--- src/rtl/regstack_pkg.sv ---
package regstack_pkg;
  typedef enum logic [1:0] {
    ST_IDLE,
    ST_SCAN,
    ST_ISSUE,
    ST_WAIT
  } seq_state_t;
endpackage

--- src/rtl/regstack_pick.sv ---
// Chooses the next list entry: highest set bit for a push (status word first),
// lowest set bit for a pop (status word last).
module regstack_pick #(
  parameter int MASK_W = 32,
  parameter int IDX_W  = 5
) (
  input  logic [MASK_W-1:0] list,
  input  logic              from_top,
  output logic              found,
  output logic [IDX_W-1:0]  idx
);
  always_comb begin
    found = |list;
    idx   = '0;
    if (from_top) begin
      for (int i = 0; i < MASK_W; i++)
        if (list[i]) idx = IDX_W'(i);
    end else begin
      for (int i = MASK_W - 1; i >= 0; i--)
        if (list[i]) idx = IDX_W'(i);
    end
  end
endmodule

--- src/rtl/regstack_step.sv ---
// Address of the current transfer and stack pointer after it.
module regstack_step #(
  parameter int ADDR_W = 32,
  parameter int STEP   = 4
) (
  input  logic [ADDR_W-1:0] sp_cur,
  input  logic              pop,
  output logic [ADDR_W-1:0] xfer_addr,
  output logic [ADDR_W-1:0] sp_next
);
  always_comb begin
    if (pop) begin
      xfer_addr = sp_cur;
      sp_next   = sp_cur + ADDR_W'(STEP);
    end else begin
      xfer_addr = sp_cur - ADDR_W'(STEP);
      sp_next   = sp_cur - ADDR_W'(STEP);
    end
  end
endmodule

--- src/rtl/regstack_seq.sv ---
module regstack_seq #(
  parameter int DATA_W = 32,
  parameter int ADDR_W = 32,
  parameter int NREG   = 31,
  localparam int MASK_W = NREG + 1,
  localparam int IDX_W  = $clog2(MASK_W),
  localparam int RIDX_W = $clog2(NREG)
) (
  input  logic              clk,
  input  logic              rst,
  input  logic              start,
  input  logic              op_pop,
  input  logic [MASK_W-1:0] mask,
  output logic              busy,
  output logic              done,
  output logic              mem_req,
  output logic              mem_we,
  output logic              mem_half,
  output logic [ADDR_W-1:0] mem_addr,
  output logic [DATA_W-1:0] mem_wdata,
  input  logic              mem_ready,
  input  logic [DATA_W-1:0] mem_rdata,
  output logic [RIDX_W-1:0] rf_raddr,
  input  logic [DATA_W-1:0] rf_rdata,
  output logic              rf_we,
  output logic [RIDX_W-1:0] rf_waddr,
  output logic [DATA_W-1:0] rf_wdata,
  input  logic [DATA_W-1:0] psw_in,
  output logic              psw_we,
  output logic [DATA_W-1:0] psw_wdata,
  input  logic [ADDR_W-1:0] sp_in,
  output logic              sp_we,
  output logic [ADDR_W-1:0] sp_wdata
);
  import regstack_pkg::*;

  localparam int STEP   = DATA_W / 8;
  localparam int HALF_W = DATA_W / 2;

  seq_state_t        state;
  logic [MASK_W-1:0] list_q;
  logic              pop_q;
  logic [IDX_W-1:0]  cur_q;
  logic [ADDR_W-1:0] sp_q;
  logic              pick_found;
  logic [IDX_W-1:0]  pick_idx;
  logic [ADDR_W-1:0] xfer_addr;
  logic [ADDR_W-1:0] sp_next;
  logic              cur_is_status;

  regstack_pick #(.MASK_W(MASK_W), .IDX_W(IDX_W)) pick_i (
    .list     (list_q),
    .from_top (~pop_q),
    .found    (pick_found),
    .idx      (pick_idx)
  );

  regstack_step #(.ADDR_W(ADDR_W), .STEP(STEP)) step_i (
    .sp_cur    (sp_q),
    .pop       (pop_q),
    .xfer_addr (xfer_addr),
    .sp_next   (sp_next)
  );

  assign cur_is_status = (cur_q == IDX_W'(NREG));
  assign sp_wdata      = sp_q;

  always_ff @(posedge clk) begin
    if (rst) begin
      state     <= ST_IDLE;
      list_q    <= '0;
      pop_q     <= 1'b0;
      cur_q     <= '0;
      sp_q      <= '0;
      busy      <= 1'b0;
      done      <= 1'b0;
      mem_req   <= 1'b0;
      mem_we    <= 1'b0;
      mem_half  <= 1'b0;
      mem_addr  <= '0;
      mem_wdata <= '0;
      rf_raddr  <= '0;
      rf_we     <= 1'b0;
      rf_waddr  <= '0;
      rf_wdata  <= '0;
      psw_we    <= 1'b0;
      psw_wdata <= '0;
      sp_we     <= 1'b0;
    end else begin
      done   <= 1'b0;
      rf_we  <= 1'b0;
      psw_we <= 1'b0;
      sp_we  <= 1'b0;
      unique case (state)
        ST_IDLE: begin
          if (start) begin
            if (mask == '0) begin
              done <= 1'b1;
            end else begin
              list_q <= mask;
              pop_q  <= op_pop;
              sp_q   <= sp_in;
              busy   <= 1'b1;
              state  <= ST_SCAN;
            end
          end
        end
        ST_SCAN: begin
          if (pick_found) begin
            cur_q    <= pick_idx;
            rf_raddr <= pick_idx[RIDX_W-1:0];
            state    <= ST_ISSUE;
          end else begin
            done  <= 1'b1;
            busy  <= 1'b0;
            state <= ST_IDLE;
          end
        end
        ST_ISSUE: begin
          mem_req   <= 1'b1;
          mem_we    <= ~pop_q;
          mem_half  <= pop_q & cur_is_status;
          mem_addr  <= xfer_addr;
          mem_wdata <= cur_is_status ? psw_in : rf_rdata;
          state     <= ST_WAIT;
        end
        ST_WAIT: begin
          if (mem_ready) begin
            mem_req       <= 1'b0;
            list_q[cur_q] <= 1'b0;
            sp_q          <= sp_next;
            sp_we         <= 1'b1;
            if (pop_q) begin
              if (cur_is_status) begin
                psw_we    <= 1'b1;
                psw_wdata <= {psw_in[DATA_W-1:HALF_W], mem_rdata[HALF_W-1:0]};
              end else begin
                rf_we    <= 1'b1;
                rf_waddr <= cur_q[RIDX_W-1:0];
                rf_wdata <= mem_rdata;
              end
            end
            state <= ST_SCAN;
          end
        end
        default: state <= ST_IDLE;
      endcase
    end
  end
endmodule

--- config.mk ---
export PLATFORM = sky130hd
export DESIGN_NAME = regstack_seq
export DESIGN_NICKNAME = d
export VERILOG_FILES = /design/src/rtl/regstack_pkg.sv /design/src/rtl/regstack_pick.sv /design/src/rtl/regstack_step.sv /design/src/rtl/regstack_seq.sv
export SDC_FILE = /design/constraint.sdc
export NUM_CORES = 1
export LEC_CHECK = 0
export ABC_AREA = 1
export BUFFER_PORTS_ARGS = -buffer_cell sky130_fd_sc_hd__buf_2
export CORE_MARGIN = 2
export CORE_UTILIZATION = 52
export CTS_CLUSTER_SIZE = 8
export DETAILED_ROUTE_END_ITERATION = 7
export PLACE_DENSITY = 0.81
export SYNTH_ARGS = -nofsm -noshare
export SYNTH_HDL_FRONTEND = slang
export SYNTH_SLANG_ARGS = --single-unit
--- constraint.sdc ---
create_clock -name clk -period 3.3 [get_ports clk]
set_input_delay 0.33 -clock clk [delete_from_list [all_inputs] [get_ports clk]]
set_output_delay 0.33 -clock clk [all_outputs]
set_load 0.02 [all_outputs]
# Yosys cells after proc, flatten, opt, wreduce, memory -nomap -nowiden
# Cells that the tools add are included.
[word_totals]
wordCells = 150
out_inout_bits = 178
inputBits = 165
reg_bits = 213
[classes]
addsub = 2
muxes = 95
order_cmp = 2
n_reduce_logical = 17
bitwise = 8
n_eq_ne = 8
[op_table]
columns = ["operator", "n"]
rows = [
  ["32-bit two-way mux", 9],
  ["5-bit two-way mux", 49],
  ["32-bit one-hot mux with 2 select lines", 2],
  ["32-bit by 3-bit adder with 32-bit output (second input constant)", 1],
  ["32-bit AND", 1],
  ["32-bit logical NOT", 1],
  ["4-bit two-way mux", 8],
  ["32-bit NOT", 1],
  ["32-bit OR reduction", 1],
  ["32-bit by 3-bit subtractor with 32-bit output (second input constant)", 1],
  ["4-bit AND reduction", 4],
  ["1-bit two-way mux", 12],
  ["2-bit two-way mux", 6],
  ["3-bit two-way mux", 4],
  ["2-bit inequality test (second input constant)", 4],
  ["2-bit one-hot mux with 4 select lines", 1],
  ["5-bit by 6-bit < comparator with 1-bit output (second input constant)", 1],
  ["1-bit one-hot mux with 2 select lines", 3],
  ["3-bit AND reduction", 2],
  ["2-bit nonzero test", 3],
  ["1-bit demux with 5-bit select", 1],
  ["5-bit == test (second input constant)", 1],
  ["5-bit by 1-bit >= comparator with 1-bit output (second input constant)", 1],
  ["1-bit NOT", 5],
  ["other kinds (8)", 10],
]

# Depth between registers and ports, before layout
[depth]
ltp_word = 33
mapped_depth = 35

# Cells and area by module
# Synthesis repeated with hierarchy kept, for this count alone.
[unflattened]
cells_unflattened = 2101
area_unflattened_um2 = 12320.6
[modules_own_cells]
columns = ["module", "area_per_inst_um2", "cells_each", "n_inst", "seq_area_each_um2"]
rows = [
  ["regstack_seq", 9218.8, 1396, 1, 4264.1],
  ["regstack_step", 2321.0, 532, 1, 0.0],
  ["regstack_pick", 780.7, 173, 1, 0.0],
]

# Least setup slack after synthesis
# Ideal clock, no wire load.
[synth_timing]
path_type = "register to register"
from = "register sp_q[3] (netlist: sp_wdata[3])"
to = "register sp_q[28] (netlist: sp_wdata[28])"
required_ns = 3.168
synth_period_minus_slack_ns = 2.880
path_slack_ns = 0.420
t_arrival_ns = 2.748
setup_time_ns = 0.132
path_stages_with_launch = 22
path_cell_list = "dfxtp_1 > ha_1 > nand2_2 > nor2_4 > inv_2 > nor2_4 > nand2_2 > nor4_4 > nand2_2 > nor2_2 > nand3_2 > nor3_2 > nand2_1 > nor2_2 > nand3_2 > nor2_4 > nand3_2 > or3_1 > a21oi_1 > o21ai_1 > nand2_1 > a21oi_1"
[synth_between]
elab_chain_len = 4
[synth_lines]
columns = ["element", "line_no", "source"]
rows = [
  ["start, declared", "regstack_seq.sv:44", "logic [ADDR_W-1:0] sp_q;"],
  ["start signal, assigned", "regstack_seq.sv:102", "sp_q <= sp_in;"],
  ["start signal, assigned", "regstack_seq.sv:131", "sp_q <= sp_next;"],
  ["32-bit by 3-bit subtractor with 32-bit output / 32-bit by 3-bit adder with 32-bit output (equally long branches)", "regstack_step.sv:17, regstack_step.sv:14", ""],
  ["32-bit two-way mux *", "regstack_step.sv:12", "if (pop) begin"],
  ["32-bit two-way mux *", "regstack_seq.sv:128", "if (mem_ready) begin"],
  ["32-bit one-hot mux with 2 select lines *", "regstack_seq.sv:94", "unique case (state)"],
]
# Mark *: on every way between the ends. The rest lies on a longest branch, timed or not. The select of a mux whose other input is x is not followed.
# A chain may end at the register's enable or synchronous reset.

# Worst setup path in the final report
[layout_timing]
from = "register sp_q[2] (netlist: sp_wdata[2])"
to = "register sp_q[28] (netlist: sp_wdata[28])"
# Same word-level chain as after synthesis.

==> impl_metrics.ini <==
[floorplanning]
initial_core_util_pct = 53.1
num_rows = 52
fp.dieW_um = 148
coreArea_mm2 = 0.0203
boundaryPins = 343
fp.dieH_um = 148
die_area_mm2 = 0.0219

[worst_setup_path]
cp.arrival_ns = 3.46
critPathMaxFanout = 6
rrSetupSlack_ns = 0.23
reg2regPathDepth = 21
r2r_end = sp_wdata[28]$_SDFFE_PP0P_
crit_type = reg -> reg
r2r-start = sp_wdata[2]$_SDFFE_PP0P_
critPathLaunchType = register
critPathCaptureType = register
crit_required_ns = 3.68

[power_and_ir_drop]
total_power_mw = 8.89
peakVddDrop_mv = 0.428
p_leak_nw = 6.62
power_density_mw_per_mm2 = 662

[min_path]
min_to = rf_wdata[17]$_SDFFE_PP0P_
hp-start = mem_rdata[17]
hold_depth = 3
hp-class = in -> reg

[timing]
rsz0062_at_grt = true
fin_crit_ns = 3.07
period_share_pct = 93.2
finalClockSkew_ns = 0.0206
slew_headroom_pct = 28.2
finalHoldViolations = 0
drv_slew = 0
tightest_slew_ns = 1.08
fmax_mhz = 325
fin_tns_setup_ns = 0
finalSetupViolations = 0

[placed_design]
gp_congestion = 0.956
hpwlAfterDp_um = 24300
io_buffers = 342

[synthesis]
synth_top_area_cell = dfxtp_1
yosysSeqAreaShare_pct = 39.6
syn-mean-instance-area_um2 = 6.69
syn_nets = 1786
synthCells = 1611
synth_edf_count = 0
synth_flop_cell = dfxtp_1
ys_ff_latch = 213
yosys.area.top_type_share_pct = 39.6
yosysWarnings = 0
syn_area_mm2 = 0.0108
synthArstFlopShare_pct = 0
synth_area_leaders = dfxtp_1, nand2_1, a21oi_1, o21ai_0, nor2_1
synth.distinct_cells = 40

[clock_tree]
htree_levels = 1
cts_tree = yes
cts_buffer_depth = 3
clk_pin_slew_ns = 0.05
clkLatencyLatePin_ns = 0.54
clock-sinks = 213
cts-buffers-inserted = 30
root_buffer = clkbuf_16

[cells_and_area]
drive_gt1_share_pct = 23.1
area_growth_pct = 24.6
nNetsFinal = 2075
fillers = 1807
layout_common_cells = buf_2, nand2_1, dfxtp_1, nor2_1, a21oi_1
final_common_cell = buf_2

[global_routing]
use_met2_pct = 51.8
grt.busiest_layer = met2
grt.met1_usage_pct = 37.6
grt_antenna_before_repair = 4
grt_use_met3_pct = 7.56
grt_pass1_vias = 11100
grt_max_degree = 107
grt_use_total_pct = 30.7
grt_pass1_wl_um = 55300
overflow = 0

[routing]
dr.pass1.iters = 5
detail_route.wl_per_cell_um = 16.1
drc_errors = 0
dr.first_iter.drc_count = 787
drtAntennaViolNets = 0
vias_per_cell = 5.49
num_vias = 11900
routed_wl_um = 35000

[status]
run_status = finished clean

[run]
drv_cap = 0
-- worst max path at each step --
| stage | start | to | slack, ns |
|---|---|---|---|
| after detailed placement | sp_wdata[3]$_SDFFE_PP0P_ | sp_wdata[28]$_SDFFE_PP0P_ | 0.19 |
| after global routing | sp_wdata[2]$_SDFFE_PP0P_ | sp_wdata[28]$_SDFFE_PP0P_ | -0.06 |
| after CTS | sp_wdata[2]$_SDFFE_PP0P_ | sp_wdata[28]$_SDFFE_PP0P_ | 0.16 |
| after global placement | sp_wdata[3]$_SDFFE_PP0P_ | sp_wdata[28]$_SDFFE_PP0P_ | 0.30 |
| final | sp_wdata[2]$_SDFFE_PP0P_ | sp_wdata[28]$_SDFFE_PP0P_ | 0.23 |
| after floorplan | sp_wdata[3]$_SDFFE_PP0P_ | sp_wdata[28]$_SDFFE_PP0P_ | 0.42 |
-- sequential cells by signal, indices dropped and copies added, names as in the netlist, 2 cells and up --
register,count
psw_wdata,32
state,2
cur_q,5
rf_wdata,32
list_q,32
mem_addr,32
mem_wdata,32
rf_waddr,5
sp_wdata,32
-- cells by family (layout without fill, tap and decap cells) --
logic type / after synthesis / count (layout) / synth area share (%)
compound gates: 428 / 428 / 21.5
xor+xnor: 11 / 11 / 0.894
fa+ha+maj: 10 / 10 / 1.16
buf+inv: 274 / 564 / 9.86
flops: 213 / 213 / 39.6
other cells: 0 / 2 / 0
simple gates: 675 / 675 / 27.0
-- critical path, stage by stage, from the launching register on --
cell and delay [ns]:
dfxtp_2 0.37, ha_1 0.22, nand2_2 0.08, nor2_4 0.09
inv_2 0.05, nor2_4 0.10, nand2_2 0.08, nor4_4 0.20
nand2_2 0.10, nor2_2 0.14, nand3_2 0.09, nor3_2 0.11
nand2_1 0.09, nor2_2 0.14, nand3_2 0.11, nor2_4 0.14
nand3_2 0.10, or3_1 0.36, a21oi_1 0.16, o21ai_1 0.08
nand2_1 0.06, a21oi_1 0.05
-- per-layer routing --
| layer | share of wire, % | up-vias | wire length (µm) |
|---|---|---|---|
| met5 | 0 | - | 0 |
| met4 | 3.9 | 0 | 1360 |
| met3 | 9.6 | 100 | 3370 |
| met2 | 47 | 550 | 16400 |
| met1 | 40 | 5412 | 13800 |
| li1 | - | 5872 | - |
-- cell type report --
type                            count  area, µm²  area share [%]
Multi-Input combinational cell   1124       5480            40.8
Sequential cell                   213       4270            31.8
Timing Repair Buffer              367       1930            14.4
Clock buffer                       33        793            5.91
Inverter                          164        617            4.59
Tap cell                          270        338            2.52
Antenna cell                        2       5.00          0.0373
-- cells in the mapped netlist, types with 13 or more instances --
cell type / instances
nor2_1: 204
nand3_1: 96
o21ai_0: 169
a31oi_1: 13
nor4_1: 14
o211ai_1: 48
buf_1: 14
a21oi_1: 181
clkbuf_1: 83
inv_1: 151
nor3_1: 20
nand2_1: 300
dfxtp_1: 213
-- metrics by stage --
step                util, %  std cells  hold WS [ns]  worst slack (ns)  instance area (µm²)
CTS                    66.1       2171       0.00363             0.161                13400
global placement       61.9       2132         0.446             0.297                12600
floorplan                 -       1611         0.452             0.420                10800
finish                 66.1       2173        0.0159             0.225                13400
detailed placement     61.9       2132         0.452             0.195                12600
global route           66.1       2173        0.0251           -0.0608                13400
-- timing repair --
action / CTS / global route
setup buffers: 0 / 0
setup endpoints to repair: 0 / 5
hold buffers: 6 / 0
hold endpoints to repair: 6 / 0
resized for setup: 0 / 4
-- report_power, final --
part / switching, mW / internal (mW) / total [mW]
logic: 1.95 / 0.946 / 2.89
clock network: 1.06 / 1.65 / 2.71
registers: 0.379 / 2.91 / 3.29
total: 3.39 / 5.50 / 8.89
(Power assumes the default switching activity.)
